--- src/rtl/txsup_pkg.sv ---
// Shared constants and types for the transmission fault supervisor.
// Assumes all protection comparators are presented as one vector.
package txsup_pkg;
    localparam int NUM_PROT   = 4;
    localparam int PF_LOADDMP = 0;
    localparam int PF_OC_HIGH = 1;
    localparam int PF_OC_LOW  = 2;
    localparam int PF_OVTEMP  = 3;

    typedef logic [NUM_PROT-1:0] prot_vec_t;
endpackage

--- src/rtl/prot_debounce.sv ---
// Per-cause persistence filter. A trip is reported for a cause once its
// flag has been sampled high on DEB_CYCLES consecutive edges with enable set.
// Assumes flags are already synchronous to clk; enable low holds all counters at zero.
module prot_debounce #(
    parameter int N          = 4,
    parameter int DEB_CYCLES = 200
) (
    input  logic         clk,
    input  logic         rst_n,
    input  logic         enable,
    input  logic [N-1:0] flags,
    output logic [N-1:0] trip
);
    localparam int CW = $clog2(DEB_CYCLES + 1);
    localparam logic [CW-1:0] DEB_V = CW'(DEB_CYCLES);

    for (genvar i = 0; i < N; i++) begin : g_cause
        logic [CW-1:0] cnt;

        // count consecutive high samples, saturating at the limit
        always_ff @(posedge clk) begin
            if (!rst_n || !enable || !flags[i]) begin
                cnt <= '0;
            end else if (cnt != DEB_V) begin
                cnt <= cnt + 1'b1;
            end
        end

        assign trip[i] = (cnt == DEB_V);


        cnt_needs_flag_chk: assert property (@(posedge clk) disable iff (!rst_n)
            (cnt != '0) |-> $past(enable && flags[i]));

        cnt_bound_chk: assert property (@(posedge clk) disable iff (!rst_n)
            cnt <= DEB_V);
    end
endmodule

--- src/rtl/carrier_period_mon.sv ---
// Measures the carrier period in clk cycles between rising edges and flags
// periods outside [PER_MIN, PER_MAX]. A carrier that stops also flags once
// PER_MAX cycles pass without an edge. The first edge after enable only arms
// the low-bound check. Assumes the carrier is asynchronous and resynchronises it.
module carrier_period_mon #(
    parameter int PER_MIN = 62,
    parameter int PER_MAX = 111
) (
    input  logic clk,
    input  logic rst_n,
    input  logic enable,
    input  logic carrier,
    output logic freq_err
);
    localparam int CW = $clog2(PER_MAX + 2);
    localparam logic [CW-1:0] MIN_V = CW'(PER_MIN);
    localparam logic [CW-1:0] MAX_V = CW'(PER_MAX);

    logic          s1, s2, s3;
    logic          rise;
    logic          seen;
    logic [CW-1:0] cnt;
    logic [CW-1:0] per;

    // two-stage synchroniser plus edge history
    always_ff @(posedge clk) begin
        if (!rst_n) begin
            s1 <= 1'b0;
            s2 <= 1'b0;
            s3 <= 1'b0;
        end else begin
            s1 <= carrier;
            s2 <= s1;
            s3 <= s2;
        end
    end

    assign rise = s2 && !s3;
    assign per  = cnt + CW'(1);

    // cycle counter restarted on every rising edge, saturating at PER_MAX
    always_ff @(posedge clk) begin
        if (!rst_n || !enable) begin
            cnt  <= '0;
            seen <= 1'b0;
        end else if (rise) begin
            cnt  <= '0;
            seen <= 1'b1;
        end else if (cnt != MAX_V) begin
            cnt <= cnt + 1'b1;
        end
    end

    // window compare on each edge, timeout between edges
    always_comb begin
        freq_err = 1'b0;
        if (enable) begin
            if (rise) begin
                freq_err = seen && ((per < MIN_V) || (per > MAX_V));
            end else begin
                freq_err = (cnt == MAX_V);
            end
        end
    end


    per_cnt_bound_chk: assert property (@(posedge clk) disable iff (!rst_n)
        cnt <= MAX_V);

    arm_in_tx_chk: assert property (@(posedge clk) disable iff (!rst_n)
        $rose(seen) |-> $past(enable));
endmodule

--- src/rtl/err_latch.sv ---
// Sticky error record for one transmission. Set while transmitting, cleared
// by the reply-complete or standby pulse; clear wins over set.
// Assumes the set input is already qualified by the caller.
module err_latch (
    input  logic clk,
    input  logic rst_n,
    input  logic set_i,
    input  logic clr_i,
    output logic err_q
);
    // hold the error until the reply or standby clears it
    always_ff @(posedge clk) begin
        if (!rst_n || clr_i) begin
            err_q <= 1'b0;
        end else if (set_i) begin
            err_q <= 1'b1;
        end
    end


    clr_wins_chk: assert property (@(posedge clk) disable iff (!rst_n)
        clr_i |=> !err_q);
endmodule

--- src/rtl/txn_fault_supervisor.sv ---
// Top of the transmission fault supervisor. Debounced protection trips force
// the bridge to tri-state until the transmission ends; all faults feed one
// error latch that is exposed only after tx_active falls.
// Assumes comparator flags are synchronous to clk; the carrier may be asynchronous.
module txn_fault_supervisor
    import txsup_pkg::*;
#(
    parameter int DEB_CYCLES = 200,
    parameter int PER_MIN    = 62,
    parameter int PER_MAX    = 111
) (
    input  logic                clk,
    input  logic                rst_n,
    input  logic                tx_active,
    input  logic                standby,
    input  logic                reply_done,
    input  logic                carrier,
    input  logic [NUM_PROT-1:0] prot_flags,
    input  logic                uv_flag,
    input  logic                peak_ov_flag,
    output logic                bridge_tristate,
    output logic                err_pending
);
    prot_vec_t trip;
    logic      any_trip;
    logic      freq_err;
    logic      shut_q;
    logic      err_set;
    logic      err_q;

    prot_debounce #(
        .N          (NUM_PROT),
        .DEB_CYCLES (DEB_CYCLES)
    ) u_deb (
        .clk    (clk),
        .rst_n  (rst_n),
        .enable (tx_active),
        .flags  (prot_flags),
        .trip   (trip)
    );

    carrier_period_mon #(
        .PER_MIN (PER_MIN),
        .PER_MAX (PER_MAX)
    ) u_per (
        .clk      (clk),
        .rst_n    (rst_n),
        .enable   (tx_active),
        .carrier  (carrier),
        .freq_err (freq_err)
    );

    assign any_trip = |trip;

    // shutdown latch: set by any trip, released when transmission stops
    always_ff @(posedge clk) begin
        if (!rst_n || !tx_active) begin
            shut_q <= 1'b0;
        end else if (any_trip) begin
            shut_q <= 1'b1;
        end
    end

    assign err_set = tx_active && (any_trip || freq_err || uv_flag || peak_ov_flag);

    err_latch u_err (
        .clk   (clk),
        .rst_n (rst_n),
        .set_i (err_set),
        .clr_i (reply_done || standby),
        .err_q (err_q)
    );

    assign bridge_tristate = shut_q;
    assign err_pending     = err_q && !tx_active;


    shut_release_chk: assert property (@(posedge clk) disable iff (!rst_n)
        !tx_active |=> !bridge_tristate);

    shut_only_tx_chk: assert property (@(posedge clk) disable iff (!rst_n)
        $rose(bridge_tristate) |-> $past(tx_active));

    shut_records_err_chk: assert property (@(posedge clk) disable iff (!rst_n)
        $rose(bridge_tristate) |-> err_q);

    pending_clear_chk: assert property (@(posedge clk) disable iff (!rst_n)
        (reply_done || standby) |=> !err_pending);
endmodule

--- config.mk ---
export PLATFORM = sky130hd
export DESIGN_NAME = txn_fault_supervisor
export DESIGN_NICKNAME = d
export VERILOG_FILES = /design/src/rtl/txsup_pkg.sv /design/src/rtl/prot_debounce.sv /design/src/rtl/carrier_period_mon.sv /design/src/rtl/err_latch.sv /design/src/rtl/txn_fault_supervisor.sv
export SDC_FILE = /design/constraint.sdc
export NUM_CORES = 1
export LEC_CHECK = 0
export CAP_MARGIN = 15
export CORE_MARGIN = 4
export CORE_UTILIZATION = 50
export CTS_CLUSTER_DIAMETER = 40
export DETAILED_ROUTE_END_ITERATION = 12
export PLACE_DENSITY = 0.72
export SETUP_SLACK_MARGIN = 0.1
export SLEW_MARGIN = 10
export SYNTH_ARGS = -nofsm -noshare
export SYNTH_HDL_FRONTEND = slang
export SYNTH_SLANG_ARGS = --single-unit
--- constraint.sdc ---
create_clock -name clk -period 1.9 [get_ports clk]
set_input_delay 0.57 -clock clk [delete_from_list [all_inputs] [get_ports clk]]
set_output_delay 0.57 -clock clk [all_outputs]
set_load 0.005 [all_outputs]
Word level (Yosys, flattened, before mapping) --
Cells that the tools add are included.
Cells by class: mux-type cells 2, order comparisons 2, reduce and logical (&&, ||, !) cells 24, equality and inequality tests 10, add/subtract/negate cells 5
Operators with widths (number):
- 8-bit by 1-bit adder with 8-bit output, second input constant | 4
- 8-bit equality test, second input constant | 4
- 8-bit inequality test, second input constant | 4
- 1-bit logical OR | 11
- 7-bit by 1-bit adder with 7-bit output, second input constant | 1
- 7-bit equality test, second input constant | 1
- 7-bit greater-than comparator, second input constant | 1
- 1-bit zero test | 7
- 7-bit by 6-bit < comparator with 1-bit output, second input constant | 1
- 7-bit inequality test, second input constant | 1
- 1-bit logical AND | 4
- 4-bit OR reduction | 1
- 1-bit 2-to-1 mux | 2
- 2-bit OR reduction | 1
Word-level totals: output and inout bits 2, input bits 12, logic and storage cells 54, bits in registers 45

Depth between registers and ports, before layout --
Gate-level depths: netlist (run 1).
depth in word-level cells 10, gate-level depth with buffers 8, depth with buffers taken out 7

Cells and area by module --
A second synthesis (run 1) with hierarchy kept.
Unflattened totals: cell total of the unflattened synthesis 258, area total of the unflattened synthesis 2264.7 µm²
Modules (own cells, without submodules):
- prot_debounce | area each 1591.5 µm², times used 1, cells each 188, seq. area each 640.6 µm²
- carrier_period_mon | area each 571.8 µm², times used 1, cells each 61, seq. area each 220.2 µm²
- txn_fault_supervisor | area each 65.1 µm², times used 1, cells each 6, seq. area each 20.0 µm²
- err_latch | area each 36.3 µm², times used 1, cells each 3, seq. area each 20.0 µm²

Worst setup path after synthesis (run 1) --
No wires, ideal clock.
kind reg2reg, start point register u_per.cnt[1], end point register u_err.err_q, path buffers 1, setup time 0.117 ns, arrival 1.725 ns, period minus slack after synthesis 1.842 ns, cell stages (with the launch flop) 7, data required time 1.783 ns, path slack 0.058 ns, cell sequence dfxtp_1 ha_1 buf_2 nand3_1 or3_2 a22o_2 a22o_1
On the way: longest elaborated chain between the ends 10, elaborated cells on any way between the ends 12, those cells by class add/sub: 1; order compare: 2; eq/ne: 1; mux: 2; reduce/logical: 6
RTL lines:
- start: declaration | RTL line carrier_period_mon.sv:22 | logic [CW-1:0] cnt;
- start signal: assignment | RTL line carrier_period_mon.sv:50 | cnt <= cnt + 1'b1;
- 7-bit by 1-bit adder with 7-bit output | RTL line carrier_period_mon.sv:39 | assign per = cnt + CW'(1);
- 7-bit by 6-bit < comparator with 1-bit output or 7-bit greater-than comparator (tied branches) | RTL line carrier_period_mon.sv:59 | freq_err = seen && ((per < MIN_V) || (per > MAX_V));
- 1-bit logical OR | RTL line carrier_period_mon.sv:59
- 1-bit logical AND | RTL line carrier_period_mon.sv:59
- 1-bit 2-to-1 mux (*) | RTL line carrier_period_mon.sv:58 | if (rise) begin
- 1-bit 2-to-1 mux (*) | RTL line carrier_period_mon.sv:57 | if (enable) begin
- 1-bit logical OR (*) (3 in series) | RTL line txn_fault_supervisor.sv:64 | assign err_set = tx_active && (any_trip || freq_err || uv_flag || peak_ov_flag);
- 1-bit logical AND (*) | RTL line txn_fault_supervisor.sv:64
- end signal: assignment | RTL line err_latch.sv:14 | err_q <= 1'b0;
- end signal: assignment | RTL line err_latch.sv:16 | err_q <= 1'b1;
- end: declaration | RTL line err_latch.sv:9 | output logic err_q
Mark *: on every way between the ends. The rest lies on a longest branch, timed or not. A chain may end at the register's enable or synchronous reset.

Worst setup path after layout (run 1) --
start point register u_deb.g_cause[2].cnt[0], end point register u_err.err_q
On the way: longest elaborated chain between the ends 6
RTL lines:
- start: declaration | RTL line prot_debounce.sv:18 | logic [CW-1:0] cnt;
- start signal: assignment | RTL line prot_debounce.sv:25 | cnt <= cnt + 1'b1;
- 8-bit equality test | RTL line prot_debounce.sv:29 | assign trip[i] = (cnt == DEB_V);
- 4-bit OR reduction | RTL line txn_fault_supervisor.sv:53 | assign any_trip = |trip;
- 1-bit logical OR (3 in series) | RTL line txn_fault_supervisor.sv:64
- 1-bit logical AND | RTL line txn_fault_supervisor.sv:64
No other way between the ends.

==> results.ini, run 1 <==
[place]
portBuffers=13
gp_congestion=0.843
dp_hpwl_um=2760

[grt]
grt_pass1_vias=1531
grt_use_total_pct=15.7
grt_pass1_wl_um=6550
antenna_found_initial=0
grt_max_degree=17
gr-total-overflow=0

[outcome]
run_status=finished, final reports clean

[power]
ir_worst_vdd_v=0.000313
finalPower_mw=1.81
combPwrFrac_pct=5.1
power.switching_uw=400
p_int_mw=1.40
seqPwrFrac_pct=53.1
p_clk_share_pct=41.7
netSwitchingFraction_pct=22.2
powerDensity_nw_per_um2=698
leakagePower_nw=0.913

[logic_synthesis]
synth_cell_types=38
syn_inst=233
synth.avg_cell_area_um2=9.20
seq_area_frac_synth_pct=42.0
synth_flop_cell=dfxtp_1
ys_ff_latch=45
yosys_warnings=0
synth-async-reset-ratio_pct=0
synth_edf_count=0
synthesis.nets=255
synthesis.area_um2=2140

[critical_path]
slowest_delay_ns=0.52
crit_path_end_kind=register
crit_type=reg2reg
crit_slowest_cell=or4_4
worstPathRequired_ns=2.11
cp_max_fo=2
cp-start-kind=register
crit_chain=inv_2 > ha_2 > nand4b_1 > nor4b_4 > or4_4 > o22a_1 > a22o_1
cp.arrival_ns=2.01
r2r_slack_ns=0.1

[drt]
viasPerCell=5.24
dr.pass1.iters=4
totalWireLength_um=3920
drc_errors=0
ant_nets=0
drt-initial-drc-count=54
wl_per_cell_um=12.4
via_count=1660

[cts]
insertion_delay_ns=0.30
cts_tree=done
cts-buffers-inserted=5
clk_pin_slew_ns=0.09
htree_levels=2
cts_buffer_depth=2
cts-root-buf=clkbuf_8
cts.sinks=45
cts.hold.buffers_added=0

[sta]
max_slew_margin_pct=73.9
fin_tns_setup_ns=0
fin_skew_ns=0.00702
finalHoldViolCount=0
worst_pin_slew_ns=0.390
setup_viol=0
period_share_pct=95.0
rsz0062_at_grt=true
slew_viol_final=0
maxClockFrequency_mhz=554
post-route-min-period_ns=1.80

[job]
maxCapViolations=0

[final_layout]
fin_nets=288
final_layout_size_suffix_gt1_share_pct=20.2
final_cell_mix=dfxtp_1 (36), nor2_1 (32), nand3_1 (19)
antenna_cells=0
area_delta_synth_final_pct=20.7
mostFrequentLayoutCell=dfxtp_1

[floorplanning]
chipHeight_um=73.5
die_w_um=73.5
ios=14
die_area_um2=5400
row_count=23
start_util_pct=52.4
core_um2=4090

[min_path]
hp-class=reg2reg

==> critical path: cells and delay by family (launching register included) <==
kind / cells / cell delay [ns]
fa+ha+maj: 1 / 0.17
simple gates: 3 / 0.75
flops: 1 / 0.34
compound gates: 2 / 0.40
buf+inv: 1 / 0.04
==> registers in the layout (all words and copies together) (netlist names) <==
| name | flops |
|---|---|
| u_per.s3 | 1 |
| u_per.cnt | 7 |
| u_per.seen | 1 |
| u_per.s1 | 1 |
| u_err.err_q | 1 |
| bridge_tristate | 1 |
| u_deb.g_cause.cnt | 32 |
| u_per.s2 | 1 |
==> cells in the mapped netlist (6+ instances only) <==
master   instances  area, um2
nand3_1         19       95.1
and3_1           6       37.5
nor3_1          11       55.1
dfxtp_1         45        901
xnor2_1         16        140
inv_1           10       37.5
ha_1            10        125
xor2_1          18        158
nand2_1         11       41.3
nor2_1          32        120
==> final timing paths <==
check,cells after the start,endpoint,from
setup / recovery,7,u_err.err_q,u_deb.g_cause[2].cnt[0]
hold / removal,1,u_per.s2,u_per.s1
hold reg to reg,1,u_per.s2,u_per.s1
setup reg to reg,7,u_err.err_q,u_deb.g_cause[2].cnt[0]
==> metrics by stage <==
| stage | cell area (um2) | instances | hold WS (ns) | setup WS [ns] | utilization (%) |
|---|---|---|---|---|---|
| after detailed placement | 2420 | 306 | 0.425 | -0.335 | 59.2 |
| after global routing | 2590 | 317 | 0.461 | 0.0304 | 63.3 |
| after global placement | 2420 | 306 | 0.416 | -0.341 | 59.2 |
| final | 2590 | 317 | 0.448 | 0.0956 | 63.3 |
| after floorplan | 2150 | 233 | 0.412 | 0.112 | - |
| after CTS | 2560 | 316 | 0.448 | 0.106 | 62.6 |
==> layout make-up <==
type	count	area (um2)
fill	358	1500
multi-input combinational	173	1190
sequential	45	912
timing repair buffer	31	263
clock buffer	5	68.8
tap	50	62.6
clock inverter	3	47.5
inverter	10	37.5
==> per-layer routing <==
metal	GRT usage [%]	share of wire, %	vias to the layer above	wire length [um]
li1	-	-	861	-
met1	19.8	47	774	1840
met2	24.6	48	19	1870
met3	4.10	3.4	6	133
met4	7.85	1.9	0	75
met5	0	0	-	0
==> cells by family after synthesis <==
kind of cell / Yosys count / share of synthesized area [%]
and+or+nand+nor: 106 / 27.0
DFF: 45 / 42.0
AOI/OAI and AO/OA: 19 / 6.19
muxes: 4 / 1.87
adders and majority gates: 10 / 5.84
buffers and inverters: 15 / 3.15
xor gates and xnor gates: 34 / 13.9
==> power groups by stage <==
stage / Clock (mW) / Combinational [mW] / Sequential, mW
final: 0.753 / 0.0929 / 0.959
after detailed placement: 0 / 0.0879 / 0.981
after global routing: 0.817 / 0.104 / 0.960
after floorplan: 0 / 0.0424 / 0.981
after CTS: 0.786 / 0.0910 / 0.958
after global placement: 0 / 0.0867 / 0.981
==> timing repair <==
action,in CTS,in global routing
pin swaps,2,4
resized for setup,6,11
setup endpoints to repair,2,7
hold endpoints to repair,0,0
setup buffers,2,1
gates cloned,0,0
Note: power is estimated with default switching activity, not from simulation.
==> inputs of run 2 (changes only) <==
Settings changed: CORE_ASPECT_RATIO from default to 2, SYNTH_HIERARCHICAL from default to 1.
==> results.ini, run 2 <==
[floorplanning]
ios=14
start_util_pct=51.7
chipHeight_um=103
die_area_um2=5740
core_um2=4380
die_w_um=55.6
row_count=34

[final_layout]
top_register=u_deb/g_cause.cnt
final_layout_size_suffix_gt1_share_pct=32.2
largest_reg_flops=32
area_delta_synth_final_pct=38.3
final_cell_mix=buf_4 (63), dfxtp_1 (37), nand3_1 (21)
mostFrequentLayoutCell=buf_4
antenna_cells=0
final_core_util_pct=71.5
reg_top3=u_deb/g_cause.cnt (32), u_per/cnt (7)
fin_nets=363

[logic_synthesis]
synth_edf_count=0
synth_cell_types=37
seq_area_frac_synth_pct=39.8
synthesis.area_um2=2260
synth.avg_cell_area_um2=8.78
synth.top_cell.area_share_pct=39.8
synth_most_common_cell=dfxtp_1
synthTopCellsByCount=dfxtp_1 (45), nand3_1 (22), a21oi_1 (18), o21ai_0 (18)
synthesis.nets=280
synth_flop_cell=dfxtp_1
synth_area_leader_cell=dfxtp_1
yosys-top-cells-area=dfxtp_1 (40%), ha_1 (5.5%), nand3_1 (4.9%)
yosys_warnings=6
syn_inst=258
ys_ff_latch=45
synth-async-reset-ratio_pct=0

[drt]
dr.pass1.iters=5
viasPerCell=5.55
via_count=2197
drc_errors=0
wl_per_cell_um=14.3
totalWireLength_um=5680
drt-initial-drc-count=50
ant_nets=0

[cts]
cts-buffers-inserted=5
cts.sinks=45
htree_levels=2
cts_tree=done
clk_pin_slew_ns=0.09
cts.hold.buffers_added=0
insertion_delay_ns=0.30
cts-root-buf=clkbuf_8
cts_buffer_depth=2

[outcome]
run_status=finished with violations
violations=setup timing

[power]
netSwitchingFraction_pct=23.3
combPwrFrac_pct=7.5
finalPower_mw=1.67
ir_worst_vdd_v=0.000448
power.switching_uw=388
leakagePower_nw=1.15
powerDensity_nw_per_um2=532
p_clk_share_pct=35.0
p_int_mw=1.28
seqPwrFrac_pct=57.6

[sta]
max_slew_margin_pct=75.6
fin_skew_ns=0.0107
post-route-min-period_ns=1.99
finalHoldViolCount=0
slew_viol_final=0
worst_pin_slew_ns=0.362
setup_viol=1
fin_tns_setup_ns=-0.0904
fin_ws_ns=-0.0904
rsz0062_at_grt=true
maxClockFrequency_mhz=502
period_share_pct=105

[place]
gp_congestion=0.819
portBuffers=13
dp_hpwl_um=4130

[critical_path]
cp_max_fo=3
worstPathRequired_ns=2.10
cp.arrival_ns=2.19
crit_type=reg2reg
crit_path_end_kind=register
cp-start-kind=register

[grt]
gr-total-overflow=0
grt_max_degree=15
grt_pass1_vias=2160
antenna_found_initial=0
grt_use_total_pct=20.0
grt_pass1_wl_um=9270

[job]
maxCapViolations=0

[min_path]
hp-class=reg2reg

run 2: cell count changes after synthesis, sizes merged, moves of 7 or more:
cell and change:
o21ai +15, a21oi +15, or3 +7, xor2 -8
xnor2 -9, nor2 -15
run 2: area by class of cell:
type	instances	area (um2)
flip-flops and latches	45	916
fillers	338	1250
repair buffers	76	597
clock buffers	5	68.8
well taps	54	67.6
clock inverters	3	17.5
multi-input cells	203	1430
inverters	10	37.5
run 2: path summary, 6_finish.rpt:
check	startpoint	endpoint	slack, ns	cells after the start
hold reg to reg	u_per/s1	u_per/s2	0.44	1
setup / recovery	u_deb/g_cause[1].cnt[0]	u_err/err_q	-0.09	8
setup reg to reg	u_deb/g_cause[1].cnt[0]	u_err/err_q	-0.09	8
hold / removal	u_per/s1	u_per/s2	0.44	1
run 2: what timing repair did:
action / 4_1_cts / 5_1_grt
gates resized for setup: 9 / 19
pin swaps: 5 / 10
setup buffers: 1 / 9
endpoints found under the setup margin: 2 / 1
run 2: cell families after synthesis:
logic type,count (synthesis),synth area share (%)
DFF,45,39.8
AOI/OAI and AO/OA,48,12.3
xor gates and xnor gates,17,6.57
adders and majority gates,10,5.52
buffers and inverters,10,1.66
and+or+nand+nor,128,34.2
run 2: power by group through the flow:
| stage | registers [mW] | logic (mW) | clock network, mW |
|---|---|---|---|
| final | 0.958 | 0.125 | 0.582 |
| after global routing | 0.960 | 0.135 | 0.631 |
| after CTS | 0.958 | 0.113 | 0.599 |
| after detailed placement | 0.980 | 0.112 | 0 |
| after global placement | 0.979 | 0.110 | 0 |
| after floorplan | 0.982 | 0.0389 | 0 |
run 2: worst max-delay path, stage by stage (launching register included):
cell and delay [ns]:
dfxtp_2 0.34, inv_2 0.05, ha_4 0.17, nand4bb_4 0.12
nor2_4 0.05, or4_4 0.54, o41a_1 0.45, nor2_2 0.13
nor3b_2 0.05
run 2: per-stage QoR:
step                      cells  hold slack, ns  worst slack [ns]  cell area, um2
after global routing        396           0.469            -0.166            3130
after detailed placement    378           0.428            -0.412            2890
final                       396           0.444           -0.0904            3130
after global placement      378           0.419            -0.415            2890
after floorplan             258           0.412            0.0249            2290
after CTS                   387           0.445           -0.0893            2990
run 2: metal layers:
layer,wire [um],vias to the layer above,global-route usage [%]
li1,-,1113,-
met4,128,0,8.80
met2,3280,39,40.0
met1,2150,1033,19.8
met3,116,12,3.35
met5,0,-,0
==> inputs of run 3 (changes only) <==
Settings changed: ABC_AREA from default to 1, GPL_TIMING_DRIVEN from default to 0, PLACE_DENSITY 0.72 to 0.69.
Clock period 1.9 ns to 2.3 ns, I/O delays scaled along.
==> results.ini, run 3 <==
[outcome]
run_status=finished, final reports clean

[critical_path]
crit_path_end_kind=primary output
cp-start-kind=primary input
crit_type=in2out
r2r_cells=15
timing.critical_path.mode_cell=dlygate4sd2_1
cp_max_fo=7
cp-startpoint=tx_active
worstPathRequired_ns=1.61
crit_slowest_cell=dlygate4sd2_1
rr_startpoint=u_per/cnt[0]
crit_chain=dlygate4sd2_1 > nor2_1 > dlygate4sd2_1
critPathTopFamily=buffers and inverters
cp.depth=3
critPathBufInv=2
cp.arrival_ns=1.37
slowest_delay_ns=0.30

[power]
combPwrFrac_pct=5.2
ir_worst_vdd_v=0.000480
netSwitchingFraction_pct=22.4
p_int_mw=1.02
powerDensity_nw_per_um2=478
power.switching_uw=295
seqPwrFrac_pct=60.4
p_clk_share_pct=34.4
leakagePower_nw=1.03
finalPower_mw=1.31

[grt]
grt_max_degree=13
grt_use_met2_pct=33.8
grt_use_total_pct=17.6
grt_pass1_vias=2180
gr-total-overflow=0
met1_usage_pct=17.1
top_usage_layer=met2
antenna_found_initial=0
use_met3_pct=3.60
grt_pass1_wl_um=8740

[sta]
timing.hold.ws_ns=0.434
max_slew_margin_pct=77.9
worst_pin_slew_ns=0.331
setup_viol=0
period_share_pct=89.6
rsz0062_at_grt=false
maxClockFrequency_mhz=486
post-route-min-period_ns=2.06
fin_tns_setup_ns=0
finalHoldViolCount=0
fin_skew_ns=0.00366
slew_viol_final=0

[logic_synthesis]
syn_inst=375
synth_edf_count=0
synth_flop_cell=dfxtp_1
synth_most_common_cell=nand2_1
synth_cell_types=26
ys_ff_latch=45
yosys_warnings=6
synthTopCellsByCount=nand2_1 (86), nor2_1 (68), inv_1 (57)
synthesis.area_um2=2470
yosys-top-cells-area=dfxtp_1 (36%), nand2_1 (13%), nor2_1 (10%)
seq_area_frac_synth_pct=36.4
synth.top_cell.area_share_pct=36.4
synthesis.nets=397
synth.avg_cell_area_um2=6.59
synth_area_leader_cell=dfxtp_1
synth-async-reset-ratio_pct=0

[place]
dpl.cell_count=445
dp_hpwl_um=3750
portBuffers=13
gp_congestion=0.843

[drt]
via_count=2218
drc_errors=0
dr.pass1.iters=4
totalWireLength_um=4750
viasPerCell=4.92
wl_per_cell_um=10.5
drt-initial-drc-count=54
ant_nets=0

[floorplanning]
start_util_pct=51.3
die_area_um2=6200
core_um2=4820
ios=14
die_w_um=57.7
chipHeight_um=107
row_count=36

[cts]
insertion_delay_ns=0.29
cts.sinks=45
cts_buffer_depth=2
cts-root-buf=clkbuf_8
cts-buffers-inserted=5
clk_pin_slew_ns=0.08
postCtsSetupBuffers=0
cts.hold.buffers_added=0
cts_tree=done
htree_levels=2

[final_layout]
final_core_util_pct=57.0
final_cell_mix=nand2_1 (86), nor2_1 (68), inv_1 (57)
mostFrequentLayoutCell=nand2_1
instances_no_fill=451
final_layout_size_suffix_gt1_share_pct=8.63
reg_top3=u_deb/g_cause.cnt (32), u_per/cnt (7)
largest_reg_flops=32
antenna_cells=0
fin_nets=417
top_register=u_deb/g_cause.cnt
area_delta_synth_final_pct=11.1

[min_path]
min_path_cells=2
hold_start=u_per/s1
hp-class=reg2reg

[job]
maxCapViolations=0

[run 3: cell types whose count changed after synthesis, moves of 6 or more]
| cell | before | now |
|---|---|---|
| nand2_1 | 17 | 86 |
| nand3_1 | 22 | 31 |
| or3_1 | 8 | 0 |
| nor3_1 | 16 | 5 |
| o21ai_0 | 18 | 9 |
| nor2_2 | 0 | 7 |
| nand2_2 | 0 | 7 |
| nor2_1 | 17 | 68 |
| inv_1 | 10 | 57 |
| xor2_1 | 10 | 4 |
[run 3: timing repair]
| action | CTS | global route |
|---|---|---|
| pin swaps | 0 | 0 |
| setup endpoints to repair | 1 | 1 |
| resized for setup | 2 | 2 |
| gates cloned | 0 | 0 |
[run 3: tightest hold or removal path: cells and delay by family, from the launching register on]
family,cells,cell delay [ns]
buffers and inverters,1,0.04
flip-flops,1,0.30
AND/OR/NAND/NOR,1,0.05
[run 3: kinds of logic after synthesis]
kind of cell | after synthesis | share of synthesized area [%]
compound gates | 33 | 7.24
xor+xnor | 8 | 2.83
fa+ha+maj | 10 | 5.06
buf+inv | 60 | 9.11
flops | 45 | 36.4
simple gates | 219 | 39.3
[run 3: final timing paths]
path | endpoint | slack, ns
setup reg to reg | u_err/err_q | 0.33
setup / recovery | err_pending | 0.24
hold reg to reg | u_per/s2 | 0.43
hold / removal | u_per/s2 | 0.43
[run 3: layer usage]
metal  part of all wire, %  wire (um)
met5                     0          0
met4                   2.2        103
met3                   2.7        128
met2                    56       2670
met1                    39       1850
[run 3: power groups by stage]
stage               Combinational, mW  Clock (mW)  Sequential [mW]
floorplan                      0.0393           0            0.811
global placement               0.0697           0            0.812
detailed placement             0.0703           0            0.812
CTS                            0.0697       0.476            0.794
global route                   0.0789       0.514            0.796
finish                         0.0685       0.452            0.794
[run 3: final cells by class]
type                    count  area, um2
multi-input cells         270       1350
clock buffers               5       68.8
clock inverters             1       5.00
plain buffers               1       3.75
well taps                  57       71.3
fillers                   493       2070
inverters                  59        221
flip-flops and latches     45        903
repair buffers             13        128
[run 3: stage by stage]
stage          setup slack (ns)  instance area [um2]
3_5_place_dp             -0.286                 2670
5_1_grt                   0.105                 2750
6_report                  0.240                 2750
3_3_place_gp             -0.310                 2670
4_1_cts                   0.226                 2750
2_1_floorplan             0.514                 2470
